### src/rtl/fracn_pkg.sv
package fracn_pkg;

    // Signed offset produced by the interpolator each division cycle
    localparam int OFF_W = 4;
    typedef logic signed [OFF_W-1:0] off_t;

    localparam off_t OFF_LO = off_t'(-3);
    localparam off_t OFF_HI = off_t'(4);

    // Number of cascaded first-order stages
    localparam int STAGES = 3;

endpackage

### src/rtl/fn_acc_stage.sv
module fn_acc_stage #(
    parameter int W = 12
) (
    input  logic         clk,
    input  logic         rst,
    input  logic         clr,
    input  logic         step,
    input  logic [W-1:0] addend,
    input  logic [W-1:0] modv,
    output logic [W-1:0] res_nxt,
    output logic         carry_nxt
);

    typedef struct packed {
        logic [W-1:0] acc;
    } st_t;

    st_t        st_q, st_d;
    logic [W:0] sum;
    logic [W:0] wrapped;

    always_comb begin
        st_d      = st_q;
        sum       = {1'b0, st_q.acc} + {1'b0, addend};
        wrapped   = sum - {1'b0, modv};
        carry_nxt = (sum >= {1'b0, modv});
        res_nxt   = carry_nxt ? wrapped[W-1:0] : sum[W-1:0];
        if (clr) begin
            st_d.acc = '0;
        end else if (step) begin
            st_d.acc = res_nxt;
        end
    end

    always_ff @(posedge clk) begin
        if (rst) begin
            st_q <= '0;
        end else begin
            st_q <= st_d;
        end
    end


    acc_in_range_chk: assert property (@(posedge clk) disable iff (rst)
        st_q.acc < modv);


    acc_cleared_chk: assert property (@(posedge clk) disable iff (rst)
        clr |=> (st_q.acc == '0));

endmodule

### src/rtl/fn_mash.sv
module fn_mash
    import fracn_pkg::*;
#(
    parameter int W = 12
) (
    input  logic         clk,
    input  logic         rst,
    input  logic         clr,
    input  logic         step,
    input  logic [W-1:0] frac,
    input  logic [W-1:0] modv,
    output off_t         off_nxt
);

    typedef struct packed {
        logic c2p;
        logic c3p;
        logic c3pp;
    } hist_t;

    hist_t                      h_q, h_d;
    logic [STAGES-1:0][W-1:0]   add_v;
    logic [STAGES-1:0][W-1:0]   res_v;
    logic [STAGES-1:0]          car_v;
    logic signed [4:0]          tot;

    function automatic logic signed [4:0] ext(input logic b);
        return {4'b0000, b};
    endfunction

    generate
        for (genvar g = 0; g < STAGES; g++) begin : g_stage
            if (g == 0) begin : g_head
                assign add_v[g] = frac;
            end else begin : g_tail
                assign add_v[g] = res_v[g-1];
            end
            fn_acc_stage #(.W(W)) u_acc (
                .clk       (clk),
                .rst       (rst),
                .clr       (clr),
                .step      (step),
                .addend    (add_v[g]),
                .modv      (modv),
                .res_nxt   (res_v[g]),
                .carry_nxt (car_v[g])
            );
        end
    endgenerate

    always_comb begin
        h_d = h_q;
        tot = ext(car_v[0])
            + ext(car_v[1]) - ext(h_q.c2p)
            + ext(car_v[2]) - (ext(h_q.c3p) <<< 1) + ext(h_q.c3pp);
        off_nxt = off_t'(tot[OFF_W-1:0]);
        if (clr) begin
            h_d = '0;
        end else if (step) begin
            h_d.c2p  = car_v[1];
            h_d.c3p  = car_v[2];
            h_d.c3pp = h_q.c3p;
        end
    end

    always_ff @(posedge clk) begin
        if (rst) begin
            h_q <= '0;
        end else begin
            h_q <= h_d;
        end
    end


    off_range_chk: assert property (@(posedge clk) disable iff (rst)
        step |-> (off_nxt >= OFF_LO && off_nxt <= OFF_HI));


    zero_frac_chk: assert property (@(posedge clk) disable iff (rst)
        (step && frac == '0) |-> (off_nxt == '0));

endmodule

### src/rtl/fn_cfg.sv
module fn_cfg #(
    parameter int W       = 12,
    parameter int INT_MIN = 23,
    parameter int MOD_MIN = 2
) (
    input  logic         clk,
    input  logic         rst,
    input  logic         ld,
    input  logic [W-1:0] int_in,
    input  logic [W-1:0] frac_in,
    input  logic [W-1:0] mod_in,
    input  logic         term,
    output logic         apply,
    output logic [W-1:0] int_act,
    output logic [W-1:0] frac_act,
    output logic [W-1:0] mod_act,
    output logic [W-1:0] int_pend
);

    localparam logic [W-1:0] INT_LO = W'(INT_MIN);
    localparam logic [W-1:0] MOD_LO = W'(MOD_MIN);

    typedef struct packed {
        logic         pend;
        logic [W-1:0] p_int;
        logic [W-1:0] p_frac;
        logic [W-1:0] p_mod;
        logic [W-1:0] a_int;
        logic [W-1:0] a_frac;
        logic [W-1:0] a_mod;
    } st_t;

    st_t          st_q, st_d;
    logic [W-1:0] i_s, f_s, m_s;

    always_comb begin
        m_s = (mod_in < MOD_LO) ? MOD_LO : mod_in;
        f_s = (frac_in >= m_s) ? (m_s - 1'b1) : frac_in;
        i_s = (int_in < INT_LO) ? INT_LO : int_in;

        apply = term && st_q.pend;
        st_d  = st_q;
        if (apply) begin
            st_d.a_int  = st_q.p_int;
            st_d.a_frac = st_q.p_frac;
            st_d.a_mod  = st_q.p_mod;
            st_d.pend   = 1'b0;
        end
        if (ld) begin
            st_d.p_int  = i_s;
            st_d.p_frac = f_s;
            st_d.p_mod  = m_s;
            st_d.pend   = 1'b1;
        end
    end

    always_ff @(posedge clk) begin
        if (rst) begin
            st_q.pend   <= 1'b0;
            st_q.p_int  <= INT_LO;
            st_q.p_frac <= '0;
            st_q.p_mod  <= MOD_LO;
            st_q.a_int  <= INT_LO;
            st_q.a_frac <= '0;
            st_q.a_mod  <= MOD_LO;
        end else begin
            st_q <= st_d;
        end
    end

    assign int_act  = st_q.a_int;
    assign frac_act = st_q.a_frac;
    assign mod_act  = st_q.a_mod;
    assign int_pend = st_q.p_int;


    int_floor_chk: assert property (@(posedge clk) disable iff (rst)
        st_q.a_int >= INT_LO && st_q.p_int >= INT_LO);


    frac_below_mod_chk: assert property (@(posedge clk) disable iff (rst)
        st_q.a_frac < st_q.a_mod && st_q.p_frac < st_q.p_mod);


    load_pending_chk: assert property (@(posedge clk) disable iff (rst)
        ld |=> st_q.pend);


    hold_active_chk: assert property (@(posedge clk) disable iff (rst)
        !apply |=> $stable(st_q.a_int) && $stable(st_q.a_mod));

endmodule

### src/rtl/fn_count.sv
module fn_count #(
    parameter int CW    = 13,
    parameter int RST_N = 23,
    parameter int N_LO  = 20,
    parameter int N_HI  = 4099
) (
    input  logic          clk,
    input  logic          rst,
    input  logic [CW-1:0] n_nxt,
    output logic          term,
    output logic          pulse
);

    localparam logic [CW-1:0] CNT_RST = CW'(RST_N - 1);
    localparam logic [CW-1:0] N_MIN_V = CW'(N_LO);
    localparam logic [CW-1:0] N_MAX_V = CW'(N_HI);

    typedef struct packed {
        logic [CW-1:0] cnt;
        logic          pls;
    } st_t;

    st_t st_q, st_d;

    always_comb begin
        st_d = st_q;
        term = (st_q.cnt == '0);
        if (term) begin
            st_d.cnt = n_nxt - 1'b1;
            st_d.pls = 1'b1;
        end else begin
            st_d.cnt = st_q.cnt - 1'b1;
            st_d.pls = 1'b0;
        end
    end

    always_ff @(posedge clk) begin
        if (rst) begin
            st_q.cnt <= CNT_RST;
            st_q.pls <= 1'b0;
        end else begin
            st_q <= st_d;
        end
    end

    assign pulse = st_q.pls;


    pulse_one_wide_chk: assert property (@(posedge clk) disable iff (rst)
        pulse |=> !pulse);


    count_bounds_chk: assert property (@(posedge clk) disable iff (rst)
        term |-> (n_nxt >= N_MIN_V && n_nxt <= N_MAX_V));


    cnt_ceiling_chk: assert property (@(posedge clk) disable iff (rst)
        st_q.cnt < N_MAX_V);

endmodule

### src/rtl/fracn_fbdiv.sv
module fracn_fbdiv
    import fracn_pkg::*;
#(
    parameter int W       = 12,
    parameter int INT_MIN = 23,
    parameter int MOD_MIN = 2
) (
    input  logic         clk,
    input  logic         rst,
    input  logic         ld,
    input  logic [W-1:0] int_val,
    input  logic [W-1:0] frac_val,
    input  logic [W-1:0] mod_val,
    output logic         fb_pulse
);

    localparam int CW   = W + 1;
    localparam int SW   = W + 2;
    localparam int N_LO = INT_MIN + int'(OFF_LO);
    localparam int N_HI = (1 << W) - 1 + int'(OFF_HI);

    logic              term;
    logic              apply;
    logic              step;
    logic [W-1:0]      int_act, frac_act, mod_act, int_pend;
    off_t              off_nxt;
    logic signed [SW-1:0] n_sum;
    logic [CW-1:0]     n_nxt;

    fn_cfg #(.W(W), .INT_MIN(INT_MIN), .MOD_MIN(MOD_MIN)) u_cfg (
        .clk      (clk),
        .rst      (rst),
        .ld       (ld),
        .int_in   (int_val),
        .frac_in  (frac_val),
        .mod_in   (mod_val),
        .term     (term),
        .apply    (apply),
        .int_act  (int_act),
        .frac_act (frac_act),
        .mod_act  (mod_act),
        .int_pend (int_pend)
    );

    assign step = term && !apply;

    fn_mash #(.W(W)) u_mash (
        .clk     (clk),
        .rst     (rst),
        .clr     (apply),
        .step    (step),
        .frac    (frac_act),
        .modv    (mod_act),
        .off_nxt (off_nxt)
    );

    always_comb begin
        n_sum = $signed({2'b00, int_act}) + SW'(off_nxt);
        if (apply) begin
            n_nxt = {1'b0, int_pend};
        end else begin
            n_nxt = n_sum[CW-1:0];
        end
    end

    fn_count #(.CW(CW), .RST_N(INT_MIN), .N_LO(N_LO), .N_HI(N_HI)) u_count (
        .clk   (clk),
        .rst   (rst),
        .n_nxt (n_nxt),
        .term  (term),
        .pulse (fb_pulse)
    );


    sum_positive_chk: assert property (@(posedge clk) disable iff (rst)
        step |-> (n_sum > 0));


    apply_exact_int_chk: assert property (@(posedge clk) disable iff (rst)
        apply |-> (n_nxt == {1'b0, int_pend}));

endmodule

### config.mk
export PLATFORM = sky130hd
export DESIGN_NAME = fracn_fbdiv
export DESIGN_NICKNAME = d
export VERILOG_FILES = /design/src/rtl/fracn_pkg.sv /design/src/rtl/fn_acc_stage.sv /design/src/rtl/fn_mash.sv /design/src/rtl/fn_cfg.sv /design/src/rtl/fn_count.sv /design/src/rtl/fracn_fbdiv.sv
export SDC_FILE = /design/constraint.sdc
export NUM_CORES = 1
export LEC_CHECK = 0
export ABC_AREA = 1
export BUFFER_PORTS_ARGS = -buffer_cell sky130_fd_sc_hd__buf_2
export CORE_UTILIZATION = 45
export CTS_CLUSTER_DIAMETER = 80
export CTS_CLUSTER_SIZE = 20
export DETAILED_ROUTE_END_ITERATION = 6
export PLACE_DENSITY = 0.69
export REMOVE_ABC_BUFFERS = 1
export SLEW_MARGIN = 0
export SYNTH_ARGS = -nofsm -noshare
export SYNTH_HDL_FRONTEND = slang
export SYNTH_SLANG_ARGS = --single-unit
export TNS_END_PERCENT = 50
### constraint.sdc
create_clock -name clk -period 13.9 [get_ports clk]
set_input_delay 2.085 -clock clk [delete_from_list [all_inputs] [get_ports clk]]
set_output_delay 2.085 -clock clk [all_outputs]
set_load 0.05 [all_outputs]
== Yosys cells after proc, flatten, opt, wreduce, memory -nomap -nowiden ==
Index checks and enable logic that the tools add are counted.

* Bits in registers: 126
* Input bits: 39
* Output and inout bits: 1
* Word-level logic and storage cells: 52

* Add/sub/neg operators: 15
* $lt $le $gt $ge: 6
* Mux-type cells: 10
* Reduce and logical (&&, ||, !) cells: 6

{| class="wikitable"
|+ Operator list
! kind !! count
|-
| 2-to-1 mux 12 bit || 6
|-
| adder 12 x 12 -> 13 bit || 3
|-
| >= comparator 13 x 12 -> 1 bit || 3
|-
| 2-to-1 mux 37 bit || 1
|-
| subtractor 12 bit || 3
|-
| subtractor 13 x 1 -> 13 bit (second input constant) || 2
|-
| 2-to-1 mux 14 bit || 1
|-
| adder 13 x 4 -> 13 bit || 1
|-
| logical NOT 13 bit || 1
|-
| 2-to-1 mux 13 bit || 1
|-
| >= comparator 12 bit || 1
|-
| less-than comparator 12 x 2 -> 1 bit (second input constant) || 1
|-
| less-than comparator 12 x 5 -> 1 bit (second input constant) || 1
|-
| subtractor 12 x 1 -> 12 bit (second input constant) || 1
|-
| adder 4 x 2 -> 4 bit || 2
|-
| subtractor 4 x 2 -> 4 bit || 1
|-
| subtractor 4 x 3 -> 4 bit || 1
|-
| adder 1 x 1 -> 2 bit || 1
|-
| logical AND 1 bit || 2
|-
| nonzero test 2 bit || 1
|-
| OR reduction 2 bit || 1
|-
| logical NOT 1 bit || 1
|-
| 2-to-1 mux 1 bit || 1
|}

== Depth between registers and ports, before layout ==
Gate-level depths: netlist of the first run.

* Word-level depth: 15
* Gate-level depth with buffers: 89
* Mapped depth without buffers: 85

== By module ==
A second synthesis of the first run with hierarchy kept.

* Cells, all modules: 1902
* Area total of the unflattened synthesis: 11883.9 um2

{| class="wikitable"
|+ By module, submodules not included
! module !! instances !! cells each !! area each (um2) !! seq. area each (um2)
|-
| fn_acc_stage (u_mash.g_stage[0].u_acc ...) || 2 || 353 || 2055.7 || 240.2
|-
| fn_cfg || 1 || 477 || 3593.4 || 1461.4
|-
| fn_acc_stage (u_mash.g_stage[1].u_acc) || 1 || 352 || 2053.2 || 240.2
|-
| fn_count || 1 || 156 || 987.2 || 280.3
|-
| fracn_fbdiv || 1 || 173 || 853.3 || 0.0
|-
| fn_mash || 1 || 38 || 285.3 || 60.1
|}

== Worst setup path before layout of the first run ==
OpenSTA, ideal clock, no wires.

* Kind: reg2reg
* Start point: register u_cfg.st_q (netlist bit u_cfg.frac_act[0])
* End point: register u_count.st_q[12] (netlist bit)
* Setup time: 0.110 ns
* Arrival: 10.939 ns
* Required time: 13.790 ns
* Setup slack: 2.851 ns
* Stages on the path, launching flop included: 86
* Buffers on the path: 4
* Clock period less this slack: 11.049 ns
* Path through: dfxtp_1 ha_1 fa_1 nand3_1 nand2_1 a21oi_1 nor2_1 nor2_1 xor2_1 inv_1 ha_1 buf_2 nand2_1 nor2_1 nand3_1 o2111ai_1 nand2_1 nand3_1 (+50 left out) ha_1 inv_1 ha_1 inv_1 ha_1 nand2_1 nand2_1 inv_1 nand2_1 nand3_1 nand3_1 nand3_1 a21oi_2 nand3_1 nor3_4 nand4_1 nand2_1 nor2_1

{| class="wikitable"
|+ RTL lines
! element !! RTL line !! source
|-
| start, declared || fn_cfg.sv:33 || <nowiki>st_t st_q, st_d;</nowiki>
|-
| start signal, assigned || fn_cfg.sv:67 || <nowiki>st_q <= st_d;</nowiki>
|-
| end signal, assigned || fn_count.sv:42 || <nowiki>st_q <= st_d;</nowiki>
|-
| end, declared || fn_count.sv:23 || <nowiki>st_t st_q, st_d;</nowiki>
|}

==> results_dict.tcl, run 1 <==
set metrics [dict create \
    status "complete, no violations" \
    syn_avg_cell_area_um2 6.67 \
    synth_top_flop_cell "dfxtp_1" \
    grt_pass1_wl_um 42300 \
    ant_nets 0 \
    synth.most_common_cell "nand2_1" \
    ys_seq_area_share_pct 25.4 \
    slowest_stage "fa_1" \
    cts_buffer_depth 2 \
    h-tree-depth 4 \
    cts_hold_buf 0 \
    p_seq_share_pct 27.1 \
    hold_viol_final 0 \
    drive_gt1_share_pct 8.79 \
    via_count 9487 \
    p_per_area_nw_per_um2 128 \
    switching_share_pct 39.5 \
    fp-row-count 53 \
    power_frac_comb_pct 40.3 \
    port_buffers 39 \
    rsz0062_at_grt "no" \
    n_antenna_cell 0 \
    ioPinCount 40 \
    async_flop_share_pct 0 \
    cp_data_arrival_time_ns 12.67 \
    fill_cells 2126 \
    netlist_area_um2 9920 \
    final-setup-viol-count 0 \
    slew_violations 0 \
    slew_headroom_pct 49.0 \
    crit_top_cell "nand2_1" \
    gp_congestion 0.920 \
    ys_ff_latch 126 \
    die_w_um 150 \
    wire_per_inst_um 14.1 \
    worstPathMaxFanout 19 \
    tritoncts "built" \
    p_leak_nw 5.48 \
    yosys.area.top_type "dfxtp_1" \
    path_clk_slew_ns 0.06 \
    antenna_found_initial 0 \
    setup_tns_ns 0 \
    vias_per_cell 5.31 \
    numCtsBuffers 17 \
    cts-root-buf "clkbuf_16" \
    switching_power_mw 0.550 \
    synth_edf_count 0 \
    dp_hpwl_um 18900 \
    place_ws_ns 1.09 \
    crit_buf_inv 10 \
    p_int_mw 0.841 \
    min_period_ns 12.39 \
    skew_ns 0.0156 \
    grt_max_degree 58 \
    reg2reg_slack_ns 1.51 \
    drt-total-wl_um 25100 \
    grt_overflow_total 0 \
    ys_warn_count 0 \
    numClockSinks 126 \
    hold_path_class "flop to flop" \
    syn2layout_area_growth_pct 9.69 \
    clock_latency_ns 0.43 \
    fmax_mhz 80.7 \
    synth_area_leaders "dfxtp_1, ha_1, nand2_1" \
    grt_pass1_vias 8742 \
    first_pass_iters 5 \
    synth_commonest_cells "nand2_1, inv_1, nor2_1, a21oi_1, dfxtp_1" \
    drcViolationCount 0 \
    worst_pin_slew_ns 0.764 \
    initial_core_util_pct 46.6 \
    syn_inst 1487 \
    dieArea_um2 22600 \
    layout_setup_ws_ns 1.51 \
    power_frac_clock_pct 32.6 \
    critical_path_class "flop to flop" \
    slowest_delay_ns 0.41 \
    path_delay_family "simple AND/OR/NAND/NOR gates" \
    post_cts_buffers 0 \
    grt_usage_pct 23.4 \
    crit_required_ns 14.18 \
    synth_top_area_share_pct 25.4 \
    die_h_um 150 \
    vdd.ir_drop.worst_uv 125 \
    fin_nets 1643 \
    core_area_um2 21300 \
    timing.hold.ws_ns 0.468 \
    period_share_pct 89.1 \
    maxCapViolCount 0 \
    crit_path_end_kind "flop" \
    drt_iter0_drc 592 \
    start_kind "flop" \
    synth.distinct_cells 51 \
]
power by group through the flow:
stage	clock network [mW]	logic, mW	registers, mW
after global placement	0	0.539	0.384
final	0.453	0.561	0.377
after floorplan	0	0.425	0.382
after CTS	0.461	0.551	0.376
after detailed placement	0	0.545	0.384
after global routing	0.475	0.645	0.378
through the flow:
| step | cell area [µm²] | power [mW] | utilization (%) | instances |
|---|---|---|---|---|
| after detailed placement | 10300 | 0.930 | 48.2 | 1756 |
| after floorplan | 9700 | 0.808 | - | 1438 |
| after global placement | 10300 | 0.923 | 48.2 | 1756 |
| final | 10900 | 1.39 | 51.1 | 1788 |
| after CTS | 10900 | 1.39 | 51.0 | 1788 |
| after global routing | 10900 | 1.50 | 51.1 | 1788 |
cell usage in the layout (no fill, tap or decap), drive strengths merged, types with 2 or more instances in the layout:
| cell | count |
|---|---|
| xnor2 | 19 |
| clkinv | 10 |
| nand2 | 320 |
| buf | 43 |
| ha | 95 |
| nor3 | 10 |
| a31oi | 8 |
| o2111ai | 3 |
| bufinv | 2 |
| xor2 | 45 |
| inv | 194 |
| or2 | 5 |
| a21o | 8 |
| nand3b | 8 |
| o22ai | 4 |
| o21a | 3 |
| fa | 9 |
| dfxtp | 126 |
| clkbuf | 18 |
| a211o | 2 |
| a211oi | 4 |
| o211ai | 7 |
| nand4 | 13 |
| o21ai | 114 |
| nor2 | 174 |
| o21bai | 3 |
| nor4 | 3 |
| nand3 | 118 |
| a21oi | 140 |
state kept, by name (all words and copies together), names as in the netlist:
signal / flops
u_count.st_q: 13
u_cfg.int_pend: 12
u_mash.g_stage.u_acc.st_q: 36
u_mash.h_q: 3
u_cfg.mod_act: 12
u_cfg.frac_act: 12
u_cfg.st_q: 25
u_cfg.int_act: 12
u_count.pulse: 1
worst register-to-register path, delay by kind of cell (launching register included):
family / cells / cell delay, ns
buffers and inverters: 10 / 0.69
flip-flops: 1 / 0.31
XOR/XNOR: 3 / 0.50
adder cells (fa/ha/maj): 13 / 4.05
AO/OA/AOI/OAI: 14 / 2.56
AND/OR/NAND/NOR: 37 / 4.13
final timing paths:
path | from | to | cells past startpoint
max | u_cfg.frac_act[2] | u_count.st_q[10] | 77
min reg2reg | u_cfg.st_q[52] | u_cfg.st_q[52] | 2
max reg2reg | u_cfg.frac_act[2] | u_count.st_q[10] | 77
min | u_cfg.st_q[52] | u_cfg.st_q[52] | 2
routing by layer:
layer	track usage (%)	vias to the layer above	wire length, µm
li1	-	4905	-
met1	32.1	4303	12200
met2	37.6	233	11300
met3	2.67	46	1090
met4	8.38	0	571
met5	0	-	0
final cells by class:
cell class                      count  area, µm²  share of cell area (%)
Tap cell                          275        344                    3.16
Timing Repair Buffer               43        225                    2.07
Sequential cell                   126       2520                    23.2
Multi-Input combinational cell   1120       6470                    59.5
Clock buffer                       18        429                    3.95
Clock inverter                     14        158                    1.45
Inverter                          192        726                    6.67
cells by family after synthesis:
| kind of cell | after synthesis | share of synthesized area [%] |
|---|---|---|
| adder cells (fa/ha/maj) | 104 | 13.8 |
| XOR/XNOR | 64 | 5.65 |
| AO/OA/AOI/OAI | 300 | 16.8 |
| buffers and inverters | 241 | 9.54 |
| AND/OR/NAND/NOR | 652 | 28.8 |
| flip-flops | 126 | 25.4 |
timing repair:
action,in CTS,in global routing
resized for setup,0,7
setup endpoints to repair,0,9
hold endpoints to repair,0,0
Power figures use the tool's default switching activity.
==> run 2: changes to the inputs <==
--- a/config.mk
+++ b/config.mk
@@ -6,7 +6,7 @@
 export NUM_CORES = 1
 export LEC_CHECK = 0
 export ABC_AREA = 1
-export BUFFER_PORTS_ARGS = -buffer_cell sky130_fd_sc_hd__buf_2
+export BUFFER_PORTS_ARGS = -buffer_cell sky130_fd_sc_hd__buf_4
 export CORE_UTILIZATION = 45
 export CTS_CLUSTER_DIAMETER = 80
 export CTS_CLUSTER_SIZE = 20
==> run 2 against run 1 <==
Against the previous run: cell count is 0.11% lower; worst hold slack got worse by 0.00088 ns; largest power group unchanged; global-route usage shrank 0.095 points; critical path type unchanged; fmax shrank 1.8%; highest routed layer unchanged.
==> results_dict.tcl, run 2 (synthesized netlist as in run 1, its figures left out) <==
set metrics [dict create \
    layout_common_cells "nand2_1, inv_1, nor2_1, a21oi_1, dfxtp_1" \
    place_ws_ns 1.31 \
    final_common_cell "nand2_1" \
    maxCapViolCount 0 \
    drive_gt1_share_pct 8.60 \
    die_h_um 150 \
    p_per_area_nw_per_um2 127 \
    cts_buffer_depth 2 \
    largest_register_ffs 36 \
    status "complete, no violations" \
    tritoncts "built" \
    top_register "u_mash.g_stage.u_acc.st_q" \
    dp_hpwl_um 18900 \
    dieArea_um2 22600 \
    final-setup-viol-count 0 \
    final_cells 1786 \
    start_kind "flop" \
    skew_ns 0.0119 \
    fmax_mhz 79.2 \
    fin_util_pct 51.4 \
    period_share_pct 90.8 \
    cts-root-buf "clkbuf_16" \
    worstPathMaxFanout 19 \
    n_antenna_cell 0 \
    antenna_found_initial 0 \
    numCtsBuffers 17 \
    hold_end "u_mash.g_stage[2].u_acc.st_q[6]" \
    dpl-instance-area_um2 10400 \
    hold_path_class "flop to flop" \
    numClockSinks 126 \
    timing.hold.ws_ns 0.467 \
    initial_core_util_pct 46.6 \
    ioPinCount 40 \
    h-tree-depth 4 \
    largestRegisters "u_mash.g_stage.u_acc.st_q (36), u_cfg.st_q (25), u_count.st_q (13)" \
    path_clk_slew_ns 0.06 \
    min_period_ns 12.62 \
    critical_path_class "flop to flop" \
    worst_pin_slew_ns 1.15 \
    syn2layout_area_growth_pct 10.4 \
    die_w_um 150 \
    startpoint "u_cfg.frac_act[4]" \
    p_leak_nw 5.49 \
    fp-row-count 53 \
    port_buffers 39 \
    wire_per_inst_um 14.1 \
    ant_nets 0 \
    cts_hold_buf 0 \
    fin_nets 1642 \
    via_count 9417 \
    crit_path_end_kind "flop" \
    path_delay_family "simple AND/OR/NAND/NOR gates" \
    grt_usage_pct 23.3 \
    r2r-end "u_count.st_q[12]" \
    layout_setup_ws_ns 1.28 \
    grt_max_degree 58 \
    drt-total-wl_um 25100 \
    grt_overflow_total 0 \
    reg2reg_slack_ns 1.28 \
    gp_congestion 0.891 \
    vdd.ir_drop.worst_uv 120 \
    grt_pass1_vias 8757 \
    setup_tns_ns 0 \
    grt_pass1_wl_um 42000 \
    hp-start "u_mash.g_stage[2].u_acc.st_q[6]" \
    drt_iter0_drc 592 \
    vias_per_cell 5.27 \
    crit_top_cell "nand2_1" \
    total_power_mw 1.39 \
    first_pass_iters 5 \
    core_area_um2 21300 \
    crit_required_ns 14.26 \
    drcViolationCount 0 \
    clock_latency_ns 0.42 \
    hold_viol_final 0 \
    slowest_stage "fa_1" \
    slew_headroom_pct 23.0 \
    slowest_delay_ns 0.42 \
    timing.rr.start "u_cfg.frac_act[4]" \
    slew_violations 0 \
    final_area_um2 11000 \
    hold_depth 2 \
    cp_data_arrival_time_ns 12.98 \
    rsz0062_at_grt "no" \
    crit_buf_inv 12 \
    reg2regPathDepth 78 \
    placed_cells 1755 \
]
==> run 2: layer usage <==
layer,share of wire (%),vias up,track usage [%],wire (µm)
met5,0,-,0,0
met4,1.6,0,6.72,396
met3,3.0,28,2.21,747
met2,45,177,39.1,11400
met1,50,4310,31.5,12600
li1,-,4902,-,-
==> run 2: what timing repair did <==
action / in CTS / in global routing
endpoints found under the hold margin: 0 / 0
gates resized for setup: 0 / 2
endpoints found under the setup margin: 0 / 5
setup buffers: 0 / 0
==> run 2: layout make-up <==
type                       count  area [µm²]
tap                          275         344
sequential                   126        2520
clock inverter                12         138
fill                        2093       10300
timing repair buffer          42         315
inverter                     192         726
multi-input combinational   1120        6450
clock buffer                  19         453
==> run 2: worst reg2reg max path, delay by kind of cell, from the launching register on <==
family / cells / cell delay [ns]
adders and majority gates: 13 / 4.04
buffers and inverters: 12 / 0.77
xor gates and xnor gates: 3 / 0.48
AOI/OAI and AO/OA: 13 / 2.52
and+or+nand+nor: 37 / 4.45
DFF: 1 / 0.32
==> run 2: worst max-delay path by stage <==
stage	end	depth (start not counted)
final	u_count.st_q[12]	78
after detailed placement	u_count.st_q[12]	75
after CTS	u_count.st_q[12]	75
after global routing	u_count.st_q[12]	81
after global placement	u_count.st_q[12]	77
after floorplan	u_count.st_q[12]	80
==> run 2: where the power goes <==
| part | internal, mW | switching (mW) | leakage (nW) | total, mW |
|---|---|---|---|---|
| combinational | 0.209 | 0.356 | 4.19 | 0.565 |
| clock | 0.274 | 0.177 | 0.274 | 0.451 |
| sequential | 0.371 | 0.00594 | 1.02 | 0.377 |
| total | 0.853 | 0.539 | 5.49 | 1.39 |
==> run 3: changes to the inputs <==
--- a/config.mk
+++ b/config.mk
@@ -11,6 +11,7 @@
 export CTS_CLUSTER_DIAMETER = 80
 export CTS_CLUSTER_SIZE = 20
 export DETAILED_ROUTE_END_ITERATION = 6
+export GPL_TIMING_DRIVEN = 0
 export PLACE_DENSITY = 0.69
 export REMOVE_ABC_BUFFERS = 1
 export SLEW_MARGIN = 0
==> run 3 against run 2 <==
Against the previous run: critical path depth shrank 1; first-iteration DRC count is 32% lower; sequential power about the same; sequential cell count did not move; final area increased by 0.28%; non-clock buffer count is 3 lower; count of clock-buffer cells in the layout decreased by 1; combinational power hardly changed; critical endpoint unchanged; largest cell class unchanged.
==> results_dict.tcl, run 3 (synthesized netlist as in run 1, its figures left out) <==
set metrics [dict create \
    port_buffers 39 \
    wire_per_inst_um 13.2 \
    layout_common_cells "nand2_1, inv_1, nor2_1, a21oi_1, dfxtp_1" \
    slew_violations 0 \
    hold_path_class "flop to flop" \
    vdd.ir_drop.worst_uv 85.8 \
    ioPinCount 40 \
    maxCapViolCount 0 \
    critical_path_class "flop to flop" \
    fin_nets 1639 \
    initial_core_util_pct 46.6 \
    grt_pass1_vias 8593 \
    via_count 9241 \
    first_pass_iters 5 \
    post_cts_buffers 0 \
    largestRegisters "u_mash.g_stage.u_acc.st_q (36), u_cfg.st_q (25), u_count.st_q (13)" \
    period_share_pct 90.9 \
    ant_nets 0 \
    grt_max_degree 59 \
    fp-row-count 53 \
    drt-total-wl_um 23600 \
    start_kind "flop" \
    skew_ns 0.0106 \
    vias_per_cell 5.18 \
    p_per_area_nw_per_um2 127 \
    crit_path_end_kind "flop" \
    path_delay_family "simple AND/OR/NAND/NOR gates" \
    grt_usage_pct 22.0 \
    gp_congestion 0.881 \
    drive_gt1_share_pct 8.88 \
    dp_hpwl_um 17600 \
    seq_area_um2 2520 \
    crit_top_cell "nand2_1" \
    crit_buf_inv 10 \
    worst_pin_slew_ns 1.35 \
    numClockSinks 126 \
    final-setup-viol-count 0 \
    grt_overflow_total 0 \
    cts_buffer_depth 2 \
    dieArea_um2 22600 \
    clock_latency_ns 0.42 \
    final_area_um2 11000 \
    fmax_mhz 79.1 \
    tritoncts "built" \
    drt_iter0_drc 402 \
    drcViolationCount 0 \
    status "complete, no violations" \
    timing.hold.ws_ns 0.468 \
    core_area_um2 21300 \
    grt_pass1_wl_um 39800 \
    cts_hold_buf 0 \
    fill_cells 2089 \
    slew_headroom_pct 9.58 \
    h-tree-depth 4 \
    die_w_um 150 \
    syn2layout_area_growth_pct 10.7 \
    p_leak_nw 5.50 \
    hold_viol_final 0 \
    worstPathMaxFanout 19 \
    numCtsBuffers 17 \
    crit_required_ns 14.22 \
    slowest_stage "fa_1" \
    min_period_ns 12.64 \
    n_antenna_cell 0 \
    final_common_cell "nand2_1" \
    antenna_found_initial 0 \
    dpl-instance-area_um2 10300 \
    path_clk_slew_ns 0.06 \
    slowest_delay_ns 0.43 \
    top_register "u_mash.g_stage.u_acc.st_q" \
    die_h_um 150 \
    cts_resized 0 \
    cp_data_arrival_time_ns 12.95 \
    cts-root-buf "clkbuf_16" \
    largest_register_ffs 36 \
    multi_input_area_um2 6510 \
]
run 3: changes by cell type in the layout (fill, tap and decap cells not counted), moves of 2 or more:
cell	change
buf_4	-3
o21ai_2	+2
nand2_4	+3
nand2_1	-3
clkinvlp_4	-3
o21ai_1	-2
inv_6	+2
clkbuf_8	-2
run 3: final cells by class:
class / instances / area share, %
clock buffers: 18 / 3.91
clock inverters: 14 / 1.44
inverters: 192 / 6.61
multi-input cells: 1120 / 59.3
flip-flops and latches: 126 / 23.0
well taps: 275 / 3.13
repair buffers: 39 / 2.67
run 3: worst min-delay path, delay by kind of cell (launching register included):
kind / cells / cell delay (ns)
AO/OA/AOI/OAI: 1 / 0.05
AND/OR/NAND/NOR: 1 / 0.06
flip-flops: 1 / 0.31
run 3: metrics by stage:
step	worst slack, ns	util (%)	power, mW	instances	setup TNS [ns]
after floorplan	2.64	-	0.808	1438	0
after global placement	0.443	48.5	0.914	1752	0
after detailed placement	0.210	48.6	0.925	1752	0
after CTS	0.0995	51.3	1.38	1784	0
after global routing	-0.0134	51.6	1.51	1784	-0.0134
final	1.26	51.6	1.39	1784	0
run 3: final timing paths:
check | startpoint | slack [ns] | end | cells past startpoint
setup / recovery | u_cfg.frac_act[2] | 1.26 | u_count.st_q[12] | 77
hold reg to reg | u_cfg.st_q[57] | 0.47 | u_cfg.st_q[57] | 2
setup reg to reg | u_cfg.frac_act[2] | 1.26 | u_count.st_q[12] | 77
hold / removal | u_cfg.st_q[57] | 0.47 | u_cfg.st_q[57] | 2
run 3: metal layers:
| metal | vias up | global-route usage (%) | part of all wire [%] |
|---|---|---|---|
| met5 | - | 0 | 0 |
| met2 | 155 | 36.7 | 46 |
| met1 | 4162 | 29.8 | 50 |
| li1 | 4905 | - | - |
| met3 | 19 | 2.70 | 3.2 |
| met4 | 0 | 5.91 | 0.90 |
run 3: report_power, final:
part / internal, mW / total, mW / switching [mW]
registers: 0.371 / 0.376 / 0.00577
logic: 0.209 / 0.567 / 0.358
clock network: 0.267 / 0.448 / 0.181
